==> src/rtl/ipi_tmr_intc.sv <==
module ipi_tmr_intc #(
  parameter int NCPU = 4
) (
  input  logic        clk,
  input  logic        rst_n,
  input  logic        bus_sel_i,
  input  logic        bus_wr_i,
  input  logic [1:0]  bus_addr_i,
  input  logic [63:0] bus_wdata_i,
  input  logic [1:0]  cpu_id_i,
  input  logic        tick_i,
  output logic [63:0] rdata_o,
  output logic [3:0]  ipi_irq_o,
  output logic [3:0]  tmr_irq_o,
  output logic        err_o,
  output logic        redund_o
);

  localparam logic [3:0] PRES = 4'((1 << NCPU) - 1);
  localparam logic [1:0] A_CTRL = 2'd0;
  localparam logic [1:0] A_IPI  = 2'd1;
  localparam logic [1:0] A_TMR  = 2'd2;
  localparam logic [1:0] A_POST = 2'd3;

  logic [3:0] ipi_q, tmr_q;
  logic [3:0] req_raw, clr_raw, tclr_raw;
  logic [3:0] req_m, clr_m, tclr_m, ipi_mid;
  logic       bad_wr;
  logic [63:0] rd_val;

  wire wr = bus_sel_i & bus_wr_i;
  wire rd = bus_sel_i & ~bus_wr_i;
  wire [3:0] lo_nib = bus_wdata_i[3:0];

  logic unused_bits;
  assign unused_bits = ^{bus_wdata_i[63:29], bus_wdata_i[27:16]};

  always_comb begin
    req_raw  = '0;
    clr_raw  = '0;
    tclr_raw = '0;
    bad_wr   = 1'b0;
    if (wr) begin
      case (bus_addr_i)
        A_CTRL: begin
          req_raw  = bus_wdata_i[15:12];
          clr_raw  = bus_wdata_i[11:8];
          tclr_raw = bus_wdata_i[7:4];
          bad_wr   = ~|{bus_wdata_i[15:4], bus_wdata_i[28]};
        end
        A_IPI:  begin clr_raw  = lo_nib; bad_wr = ~|lo_nib; end
        A_TMR:  begin tclr_raw = lo_nib; bad_wr = ~|lo_nib; end
        default: begin req_raw = lo_nib; bad_wr = ~|lo_nib; end
      endcase
    end
  end

  assign req_m   = req_raw & PRES;
  assign clr_m   = clr_raw & PRES;
  assign tclr_m  = tclr_raw & PRES;
  assign ipi_mid = ipi_q & ~clr_m;

  always_comb begin
    case (bus_addr_i)
      A_CTRL:  rd_val = {52'd0, ipi_q, tmr_q, 2'b00, cpu_id_i};
      A_IPI:   rd_val = {60'd0, ipi_q};
      A_TMR:   rd_val = {60'd0, tmr_q};
      default: rd_val = '0;
    endcase
  end

  always_ff @(posedge clk) begin
    if (!rst_n) begin
      ipi_q    <= '0;
      tmr_q    <= '0;
      rdata_o  <= '0;
      err_o    <= 1'b0;
      redund_o <= 1'b0;
    end else begin
      ipi_q    <= ipi_mid | req_m;
      tmr_q    <= (tmr_q & ~tclr_m) | (tick_i ? PRES : 4'd0);
      err_o    <= bad_wr;
      redund_o <= |(clr_m & ~ipi_q) | |(req_m & ipi_mid);
      if (rd) rdata_o <= rd_val;
    end
  end

  assign ipi_irq_o = ipi_q;
  assign tmr_irq_o = tmr_q;

  AST_ABSENT_QUIET: assert property (@(posedge clk) disable iff (!rst_n)
    ((ipi_irq_o | tmr_irq_o) & ~PRES) == 4'd0);

  AST_TICK_POSTS: assert property (@(posedge clk) disable iff (!rst_n)
    tick_i |=> (tmr_irq_o & PRES) == PRES);

  AST_REQ_POSTS: assert property (@(posedge clk) disable iff (!rst_n)
    (wr && bus_addr_i == A_CTRL)
      |=> (ipi_irq_o & $past(bus_wdata_i[15:12]) & PRES) == ($past(bus_wdata_i[15:12]) & PRES));

  AST_TMR_CLEARS: assert property (@(posedge clk) disable iff (!rst_n)
    (wr && bus_addr_i == A_CTRL && !tick_i)
      |=> (tmr_irq_o & $past(bus_wdata_i[7:4])) == 4'd0);

  AST_ACK_QUIET: assert property (@(posedge clk) disable iff (!rst_n)
    (wr && bus_addr_i == A_CTRL && !tick_i && bus_wdata_i[28] && bus_wdata_i[15:4] == 12'd0)
      |=> ($stable(ipi_irq_o) && $stable(tmr_irq_o) && !err_o));

endmodule

==> config.mk <==
export PLATFORM = sky130hd
export DESIGN_NAME = ipi_tmr_intc
export DESIGN_NICKNAME = d
export VERILOG_FILES = /design/src/rtl/ipi_tmr_intc.sv
export SDC_FILE = /design/constraint.sdc
export NUM_CORES = 1
export LEC_CHECK = 0
export BUFFER_PORTS_ARGS = -buffer_cell sky130_fd_sc_hd__buf_2
export CORE_MARGIN = 10
export CORE_UTILIZATION = 35
export CTS_BUF_LIST = sky130_fd_sc_hd__clkbuf_8
export DETAILED_ROUTE_END_ITERATION = 8
export PLACE_DENSITY = 0.78
export SYNTH_ARGS = -nofsm -noshare
export SYNTH_HDL_FRONTEND = slang
export SYNTH_SLANG_ARGS = --single-unit
export TNS_END_PERCENT = 10
==> constraint.sdc <==
create_clock -name clk -period 3.31 [get_ports clk]
set_input_delay 0.331 -clock clk [delete_from_list [all_inputs] [get_ports clk]]
set_output_delay 0.331 -clock clk [all_outputs]
set_load 0.02 [all_outputs]
==> impl_metrics.yaml, run 1 <==
power:
  intPower_w: 0.0003978
  peakVddDrop_uv: 157.4
  power.leakage_nw: 0.7985
  p_seq_share_pct: 47.2
  p_comb_share_pct: 25.6
  swShare_pct: 33.78
  power.switching_w: 0.0002030
  p_per_area_nw_per_um2: 372.5
  pwr-share-clk_pct: 27.2
cts:
  clk_pin_slew_ps: 80
  postCtsSetupRepairBufs: 0
  cts_buffer_depth: 2
  holdBufCountCts: 0
  cts_sinks: 22
  cts_tree: "done"
  h-tree-depth: 1
  clock_latency_ps: 260
  ctsRootBufferMaster: "clkbuf_8"
  cts_buffers: 3
  ctsResizeCount: 0
place:
  dp_hpwl_um: 3408
  gp_congestion: 0.7692
  pre_cts_ws_ps: 1424
  port_buffers: 47
  placed_area_sq_um: 1572
  place_inst: 263
critical_path:
  cp_max_fo: 19
  crit_path_end_kind: "flop"
  slowest_delay_ps: 500
  cp_top_family: "simple AND/OR/NAND/NOR gates"
  critPathSlowestCell: "or4_1"
  crit_buf_inv: 1
  path_cells: "buf_2, mux2i_1, nor3_1, or4_1, o31a_1"
  required_ps: 3460
  cp-start-kind: "input pin"
  critical_path_class: "input pin to flop"
  arrival_ps: 1770
sta:
  fin_crit_ps: 1621
  setup_viol: 0
  setup_ws_ps: 1689
  max_freq_ghz: 0.6170
  hold_viol: 0
  maxSlewViolCount: 0
  timing.final.crit_share_pct: 48.96
  finalClockSkew_ps: 1.999
  rsz0062_at_grt: "no"
  tns_ps: 0
global_routing:
  antenna_found_initial: 0
  grt_pass1_wl_um: 6327
  track_usage_pct: 10.31
  met3_usage_pct: 4.352
  met1_usage_pct: 12.06
  grt_start_max_net_pins: 23
  busiest_layer: "met2"
  grt_pass1_vias: 1276
  gr-usage-met2_pct: 16.89
  grt-ovfl-total: 0
route:
  vias_per_cell: 4.492
  drtIter0Drc: 94
  wl_um: 4002
  post_drt_wl_per_cell_um: 15.05
  drt_first_pass_iters: 4
  ant_nets: 0
  drc_errors: 0
  route.vias.total: 1195
yosys:
  synth_edf_count: 0
  yosysMostFrequentCell: "buf_4"
  synth_cells: 174
  synth_top_area_cell: "dfxtp_1"
  synth_seq_area_share_pct: 29.11
  yosys-top-cells-area: "dfxtp_1 29%, buf_4 26%, mux2i_1 6.6%"
  ys.flop_type: "dfxtp_1"
  yosysWarningCount: 0
  async_flop_share_pct: 0
  synthTopCellsByCount: "53 x buf_4, 22 x dfxtp_1, 11 x nor2b_1"
  netlist_area_sq_um: 1513
  syn_avg_cell_area_sq_um: 8.694
  synth_top_area_share_pct: 29.11
  synthDistinctLibCells: 30
  ys_ff_latch: 22
floorplan:
  die_width_um: 85.74
  die_height_um: 85.74
  die-area_sq_um: 7351
  rows: 23
  io_pins: 147
  start_util_pct: 37.02
  coreArea_sq_um: 4086
cells_and_area:
  drive_gt1_share_pct: 24.07
  utilization_pct: 39.47
  finalNetCount: 291
  stdcell_count: 266
  finalInstanceArea_sq_um: 1613
  syn_to_final_growth_pct: 6.617
  n_antenna_cell: 0
status:
  status: "finished clean"
worst_hold_path:
  worstHoldPathType: "input pin to flop"
run:
  cap_violations: 0
[area by class of cell]
type                       instances  area, sq um
multi-input combinational        144        833.3
sequential                        22        440.4
timing repair buffer              47        235.2
fill                             449         2474
tap                               50        62.56
clock buffer                       3        41.29
[logic make-up (layout without fill, tap and decap cells)]
kind of cell / count (synthesis) / count (layout) / share of synthesized area, %
flops: 22 / 22 / 29.11
other cells: 1 / 52 / 0.2479
compound gates: 38 / 38 / 17.95
mux: 10 / 10 / 6.617
simple gates: 44 / 44 / 17.62
buf+inv: 59 / 50 / 28.45
[metrics by stage]
step | hold WS [ps] | power (W)
2_1_floorplan | 451.5 | 0.0004482
3_3_place_gp | 480.0 | 0.0004388
3_5_place_dp | 488.1 | 0.0004407
4_1_cts | 327.6 | 0.0006002
5_1_grt | 329.3 | 0.0006299
6_report | 332.2 | 0.0006008
[cells in the final DEF (no fill, tap or decap)]
master,count
nand4_1,1
nor4_1,3
a21boi_0,4
or4_1,1
o22ai_1,2
o21ai_0,8
dfxtp_1,22
nor3_1,5
o211a_1,2
a211oi_1,1
conb_1,52
nand2_1,3
o211ai_1,2
buf_2,47
o21a_1,8
nand3b_2,1
mux2i_1,10
o31a_1,1
nor3b_1,6
nor2_1,5
and3_1,4
and2_1,1
a221oi_1,2
nor3_2,1
nor2b_1,11
nand2b_1,2
a22oi_1,8
clkbuf_8,3
[power by group through the flow]
stage	combinational [W]	clock [W]	sequential (W)
2_1_floorplan	0.000148	0	0.000300
3_3_place_gp	0.000149	0	0.000290
3_5_place_dp	0.000151	0	0.000290
4_1_cts	0.000151	0.000165	0.000284
5_1_grt	0.000169	0.000176	0.000285
6_report	0.000154	0.000163	0.000284
[state kept, by name, indices dropped and copies added, names as in the netlist]
| register | count |
|---|---|
| redund_o | 1 |
| rdata_o | 12 |
| tmr_irq_o | 4 |
| ipi_irq_o | 4 |
| err_o | 1 |
[metal layers]
metal,up-vias,routed length [um]
li1,593,-
met1,535,1723
met2,65,1876
met3,2,388
met4,0,14
met5,-,0
[final timing paths]
check                 from            to  slack (ps)  cells past startpoint
min                 tick_i  tmr_irq_o[1]         330                      2
min reg2reg     rdata_o[1]    rdata_o[1]         500                      1
max reg2reg   ipi_irq_o[3]      redund_o        1940                      3
max          bus_addr_i[0]      redund_o        1690                      5
[worst register-to-register path, stage by stage, from the launching register on]
cell	delay, ps
dfxtp_1	420
nor3_1	80
or4_1	520
o31a_1	250
(Power assumes the default switching activity.)
==> run 2, diff against run 1 <==
--- a/config.mk
+++ b/config.mk
@@ -5,12 +5,13 @@
 export SDC_FILE = /design/constraint.sdc
 export NUM_CORES = 1
 export LEC_CHECK = 0
+export ABC_AREA = 1
 export BUFFER_PORTS_ARGS = -buffer_cell sky130_fd_sc_hd__buf_2
 export CORE_MARGIN = 10
 export CORE_UTILIZATION = 35
 export CTS_BUF_LIST = sky130_fd_sc_hd__clkbuf_8
 export DETAILED_ROUTE_END_ITERATION = 8
-export PLACE_DENSITY = 0.78
+export PLACE_DENSITY = 0.77
 export SYNTH_ARGS = -nofsm -noshare
 export SYNTH_HDL_FRONTEND = slang
 export SYNTH_SLANG_ARGS = --single-unit
==> constraint.sdc (replaced) <==
create_clock -name clk -period 1.7 [get_ports clk]
set_input_delay 0.17 -clock clk [delete_from_list [all_inputs] [get_ports clk]]
set_output_delay 0.17 -clock clk [all_outputs]
set_load 0.02 [all_outputs]
==> run 2 against run 1 <==
Effect of this change: critical path depth decreased by 4; final cell count increased by 22%; highest routed layer unchanged; total power increased by 100%; synthesized cell count increased by 30%; setup slack got worse by 1100 ps; first-iteration DRC count decreased by 33%.
==> impl_metrics.yaml, run 2 <==
status:
  status: "finished clean"
route:
  drc_errors: 0
  vias_per_cell: 4.272
  route.vias.total: 1384
  drtIter0Drc: 63
  wl_um: 4163
  drt_first_pass_iters: 4
  ant_nets: 0
  post_drt_wl_per_cell_um: 12.85
cts:
  cts_buffers: 3
  h-tree-depth: 1
  cts_buffer_depth: 2
  cts_tree: "done"
  holdBufCountCts: 0
  clock_latency_ps: 260
  clk_pin_slew_ps: 80
  postCtsSetupRepairBufs: 0
  ctsResizeCount: 0
  ctsRootBufferMaster: "clkbuf_8"
  cts_sinks: 22
cells_and_area:
  fillCellCount: 487
  regArea_sq_um: 440.4
  largest_register_ffs: 12
  layout_common_cells: "58 x nand2_1, 52 x conb_1, 47 x buf_2"
  final_common_cell: "nand2_1"
  stdcell_count: 324
  drive_gt1_share_pct: 23.90
  n_antenna_cell: 0
  regMostFlops: "rdata_o"
  finalNetCount: 346
  syn_to_final_growth_pct: 7.532
  multi_input_area_sq_um: 804.5
critical_path:
  crit_path_end_kind: "output pin"
  crit_path_start: "ipi_irq_o[0]"
  cp-start-kind: "flop"
  setup.worst_path.end: "ipi_irq_o[0]"
  critPathSlowestCell: "dfxtp_1"
  crit_buf_inv: 1
  crit-reg2reg-launch: "ipi_irq_o[1]"
  path_cells: "buf_2"
  r2r_cells: 5
  arrival_ps: 920
  cp_top_family: "flip-flops"
  required_ps: 1530
  r2r-end: "redund_o"
  cp_max_fo: 6
  crit_cells: 1
  critical_path_class: "flop to output pin"
  slowest_delay_ps: 440
  reg2reg_slack_ps: 750
yosys:
  yosys-top-cells-area: "dfxtp_1 28%, buf_4 25%, nand2_1 14%"
  ys_ff_latch: 22
  async_flop_share_pct: 0
  syn_avg_cell_area_sq_um: 6.879
  synth_edf_count: 0
  ys.flop_type: "dfxtp_1"
  synth_seq_area_share_pct: 28.21
  yosysWarningCount: 0
  netlist_area_sq_um: 1561
  synth_top_area_share_pct: 28.21
  synthTopCellsByCount: "58 x nand2_1, 52 x buf_4, 22 x dfxtp_1"
  synth_cells: 227
  synthDistinctLibCells: 26
  synth_top_area_cell: "dfxtp_1"
  yosysMostFrequentCell: "nand2_1"
floorplan:
  coreArea_sq_um: 4324
  start_util_pct: 36.11
  die_width_um: 86.80
  io_pins: 147
  die_height_um: 86.80
  die-area_sq_um: 7533
  rows: 24
power:
  peakVddDrop_uv: 301.2
  pwr-share-clk_pct: 30.5
  intPower_w: 0.0008095
  finalPower_w: 0.001223
  swShare_pct: 33.79
  p_seq_share_pct: 44.9
  p_per_area_nw_per_um2: 728.1
  power.switching_w: 0.0004131
  power.leakage_nw: 0.8750
  p_comb_share_pct: 24.6
sta:
  rsz0062_at_grt: "no"
  timing.final.crit_share_pct: 64.10
  max_freq_ghz: 0.9177
  setup_viol: 0
  maxSlewViolCount: 0
  fin_crit_ps: 1090
  finalClockSkew_ps: 7.113
  hold_viol: 0
  tns_ps: 0
  setup_ws_ps: 610.3
  whs_ps: 152.1
global_routing:
  grt_pass1_vias: 1469
  antenna_found_initial: 0
  grt-ovfl-total: 0
  grt_pass1_wl_um: 6630
  grt_start_max_net_pins: 16
  track_usage_pct: 10.60
place:
  port_buffers: 47
  pre_cts_ws_ps: 416.4
  gp_congestion: 0.8295
  dp_hpwl_um: 3555
  place_inst: 320
worst_hold_path:
  worstHoldPathType: "input pin to flop"
run:
  cap_violations: 0
## run 2: changes by cell type in the layout (fill, tap and decap cells not counted), sizes merged, moves of 6 or more
cell   delta
a21oi    +23
a22oi     -8
inv      +17
mux2i    -10
nand2    +57
nand3    +14
nor2      +7
nor2b    -11
nor3b     -6
o21a      -8
## run 2: logic make-up (layout without fill, tap and decap cells)
kind of cell	Yosys count	after routing	share of synthesized area, %
compound gates	35	35	12.58
simple gates	93	93	26.44
flops	22	22	28.20
buf+inv	76	70	32.53
other cells	1	52	0.2402
## run 2: cell type report
cell class	count	area share (%)
Timing Repair Buffer	49	14.90
Sequential cell	22	26.23
Clock buffer	4	3.279
Tap cell	52	3.875
Inverter	17	3.800
Multi-Input combinational cell	180	47.91
## run 2: worst min-delay path by stage
| stage | start | endpoint | cells past startpoint |
|---|---|---|---|
| 2_1_floorplan | rst_n | err_o | 2 |
| 3_3_place_gp | rst_n | err_o | 3 |
| 3_5_place_dp | rst_n | err_o | 3 |
| 4_1_cts | rst_n | err_o | 3 |
| 5_1_grt | rst_n | err_o | 3 |
| 6_report | rst_n | err_o | 3 |
## run 2: through the flow
| stage | cell area, sq um | utilization (%) |
|---|---|---|
| 2_1_floorplan | 1753 | - |
| 3_3_place_gp | 1624 | 37.56 |
| 3_5_place_dp | 1624 | 37.56 |
| 4_1_cts | 1679 | 38.83 |
| 5_1_grt | 1679 | 38.83 |
| 6_report | 1679 | 38.83 |
## run 2: layer usage
metal,part of all wire [%],up-vias,global-route usage (%)
met5,0,-,0
met4,0.74,0,2.798
met3,7.7,6,3.189
met2,52,50,19.45
met1,40,618,11.38
li1,-,710,-
## run 2: power groups by stage
stage,sequential [W],clock [W],combinational (W)
2_1_floorplan,0.000580,0,0.000295
3_3_place_gp,0.000559,0,0.000295
3_5_place_dp,0.000561,0,0.000296
4_1_cts,0.000549,0.000382,0.000297
5_1_grt,0.000552,0.000402,0.000333
6_report,0.000549,0.000372,0.000301
==> run 3, diff against run 2 <==
--- a/config.mk
+++ b/config.mk
@@ -8,10 +8,10 @@
 export ABC_AREA = 1
 export BUFFER_PORTS_ARGS = -buffer_cell sky130_fd_sc_hd__buf_2
 export CORE_MARGIN = 10
-export CORE_UTILIZATION = 35
+export CORE_UTILIZATION = 34
 export CTS_BUF_LIST = sky130_fd_sc_hd__clkbuf_8
 export DETAILED_ROUTE_END_ITERATION = 8
-export PLACE_DENSITY = 0.77
+export PLACE_DENSITY = 0.78
 export SYNTH_ARGS = -nofsm -noshare
 export SYNTH_HDL_FRONTEND = slang
 export SYNTH_SLANG_ARGS = --single-unit
==> constraint.sdc (replaced) <==
create_clock -name clk -period 0.94 [get_ports clk]
set_input_delay 0.094 -clock clk [delete_from_list [all_inputs] [get_ports clk]]
set_output_delay 0.094 -clock clk [all_outputs]
set_load 0.02 [all_outputs]
==> run 3 against run 2 <==
Effect of this change: wire length increased by 6.3%; register-to-register slack got worse by 670 ps; final cell count increased by 4.0%; non-clock buffer count increased by 14; clock power increased by 57%; utilization increased by 2.3 points; largest power group unchanged; sequential share of layout area decreased by 1.4 points; flip-flop and latch count unchanged; via count increased by 6.2%; clock skew decreased by 5.9 ps.
==> impl_metrics.yaml, run 3 (synthesized netlist as in run 2, its figures left out) <==
status:
  status: "finished clean"
route:
  drt_first_pass_iters: 4
  wl_um: 4425
  vias_per_cell: 4.362
  drc_errors: 0
  drtIter0Drc: 87
  route.vias.total: 1470
  post_drt_wl_per_cell_um: 13.13
  ant_nets: 0
critical_path:
  arrival_ps: 840
  crit_path_end_kind: "output pin"
  cp_max_fo: 4
  r2r_cells: 5
  path_cells: "buf_6, buf_6"
  required_ps: 850
  critPathSlowestCell: "dfxtp_2"
  crit-reg2reg-launch: "ipi_irq_o[3]"
  r2r-end: "redund_o"
  slowest_delay_ps: 350
  critical_path_class: "flop to output pin"
  cp-start-kind: "flop"
  critPathMostFrequentCell: "buf_6"
  reg2reg_slack_ps: 80
cells_and_area:
  regArea_sq_um: 451.7
  regMostFlops: "rdata_o"
  finalNetCount: 360
  multi_input_area_sq_um: 812.0
  largest_register_ffs: 12
  layout_common_cells: "58 x nand2_1, 52 x conb_1, 39 x buf_2"
  final_common_cell: "nand2_1"
  n_antenna_cell: 0
  syn_to_final_growth_pct: 16.35
  drive_gt1_share_pct: 30.53
  utilization_pct: 41.16
  fillCellCount: 487
floorplan:
  start_util_pct: 35.37
  rows: 24
  die_height_um: 87.77
  die-area_sq_um: 7704
  coreArea_sq_um: 4414
  io_pins: 147
  die_width_um: 87.77
power:
  peakVddDrop_uv: 472.0
  power.switching_w: 0.0007596
  p_per_area_nw_per_um2: 1202
  pwr-share-clk_pct: 26.7
  swShare_pct: 34.80
  power.leakage_nw: 0.9454
  p_seq_share_pct: 45.6
  finalPower_w: 0.002183
  p_comb_share_pct: 27.7
  intPower_w: 0.001423
place:
  dp_hpwl_um: 3738
  pre_cts_ws_ps: -222.1
  gp_congestion: 0.8451
  port_buffers: 47
global_routing:
  grt_pass1_wl_um: 6665
  grt_pass1_vias: 1425
  grt-ovfl-total: 0
  antenna_found_initial: 0
  track_usage_pct: 10.57
  grt_start_max_net_pins: 13
cts:
  holdBufCountCts: 0
  cts_buffer_depth: 2
  clk_pin_slew_ps: 80
  cts_sinks: 22
  cts_buffers: 3
  ctsRootBufferMaster: "clkbuf_8"
  clock_latency_ps: 260
  cts_tree: "done"
  h-tree-depth: 1
sta:
  fin_crit_ps: 932.8
  rsz0062_at_grt: "yes"
  timing.final.crit_share_pct: 99.23
  finalClockSkew_ps: 1.260
  tns_ps: 0
  max_freq_ghz: 1.072
  setup_ws_ps: 7.238
  whs_ps: 79.46
  hold_viol: 0
  setup_viol: 0
  maxSlewViolCount: 0
worst_hold_path:
  worstHoldPathType: "input pin to flop"
  holdCritStartpoint: "rst_n"
  worstHoldPathCells: 3
  holdPathEnd: "err_o"
run:
  cap_violations: 0
==> run 3: cell count changes in the layout (fill, tap and decap cells not counted) <==
cell,change
buf_4,+18
buf_2,-8
dfxtp_1,-7
dfxtp_2,+6
a21oi_1,-2
a21oi_2,+2
buf_6,+2
clkbuf_4,+2
clkbuf_8,-1
dfxtp_4,+1
==> run 3: worst max path at each step <==
stage / start / endpoint / cells past startpoint
after floorplan: bus_addr_i[1] / redund_o / 9
after CTS: ipi_irq_o[2] / ipi_irq_o[2] / 1
after global routing: ipi_irq_o[1] / rdata_o[1] / 4
final: ipi_irq_o[1] / ipi_irq_o[1] / 2
after detailed placement: bus_addr_i[1] / redund_o / 9
after global placement: bus_addr_i[1] / redund_o / 9
==> run 3: area by class of cell <==
type | count | share of cell area (%)
timing repair buffer | 63 | 21.07
multi-input combinational | 180 | 44.70
clock buffer | 3 | 2.273
inverter | 17 | 3.512
sequential | 22 | 24.86
tap | 52 | 3.581
==> run 3: repair_timing <==
item                       in CTS  in global routing
setup endpoints to repair       4                 10
gates resized for setup         8                 13
pin swaps                       0                  2
hold endpoints to repair        0                  0
buffers inserted                0                  3
==> run 3: through the flow <==
step | cells | cell area (sq um)
floorplan | 278 | 1754
global placement | 331 | 1708
detailed placement | 331 | 1708
CTS | 334 | 1768
global route | 337 | 1817
finish | 337 | 1817
==> run 3: critical path, delay by kind of cell, from the launching register on <==
kind                   cells  cell delay, ps
buffers and inverters      2             240
DFF                        1             350
==> run 3: power groups by stage <==
stage	Sequential (W)	Clock [W]	Combinational, W
after floorplan	0.00105	0	0.000533
after global placement	0.00101	0	0.000561
after detailed placement	0.00102	0	0.000566
after CTS	0.000995	0.000585	0.000573
after global routing	0.00100	0.000626	0.000659
final	0.000996	0.000583	0.000605
==> run 3: layer usage <==
layer / vias up / global-route usage, % / part of all wire (%)
met5: - / 0 / 0
met4: 0 / 1.304 / 0.18
met3: 2 / 4.085 / 10
met2: 62 / 20.70 / 55
met1: 671 / 10.41 / 35
li1: 735 / - / -
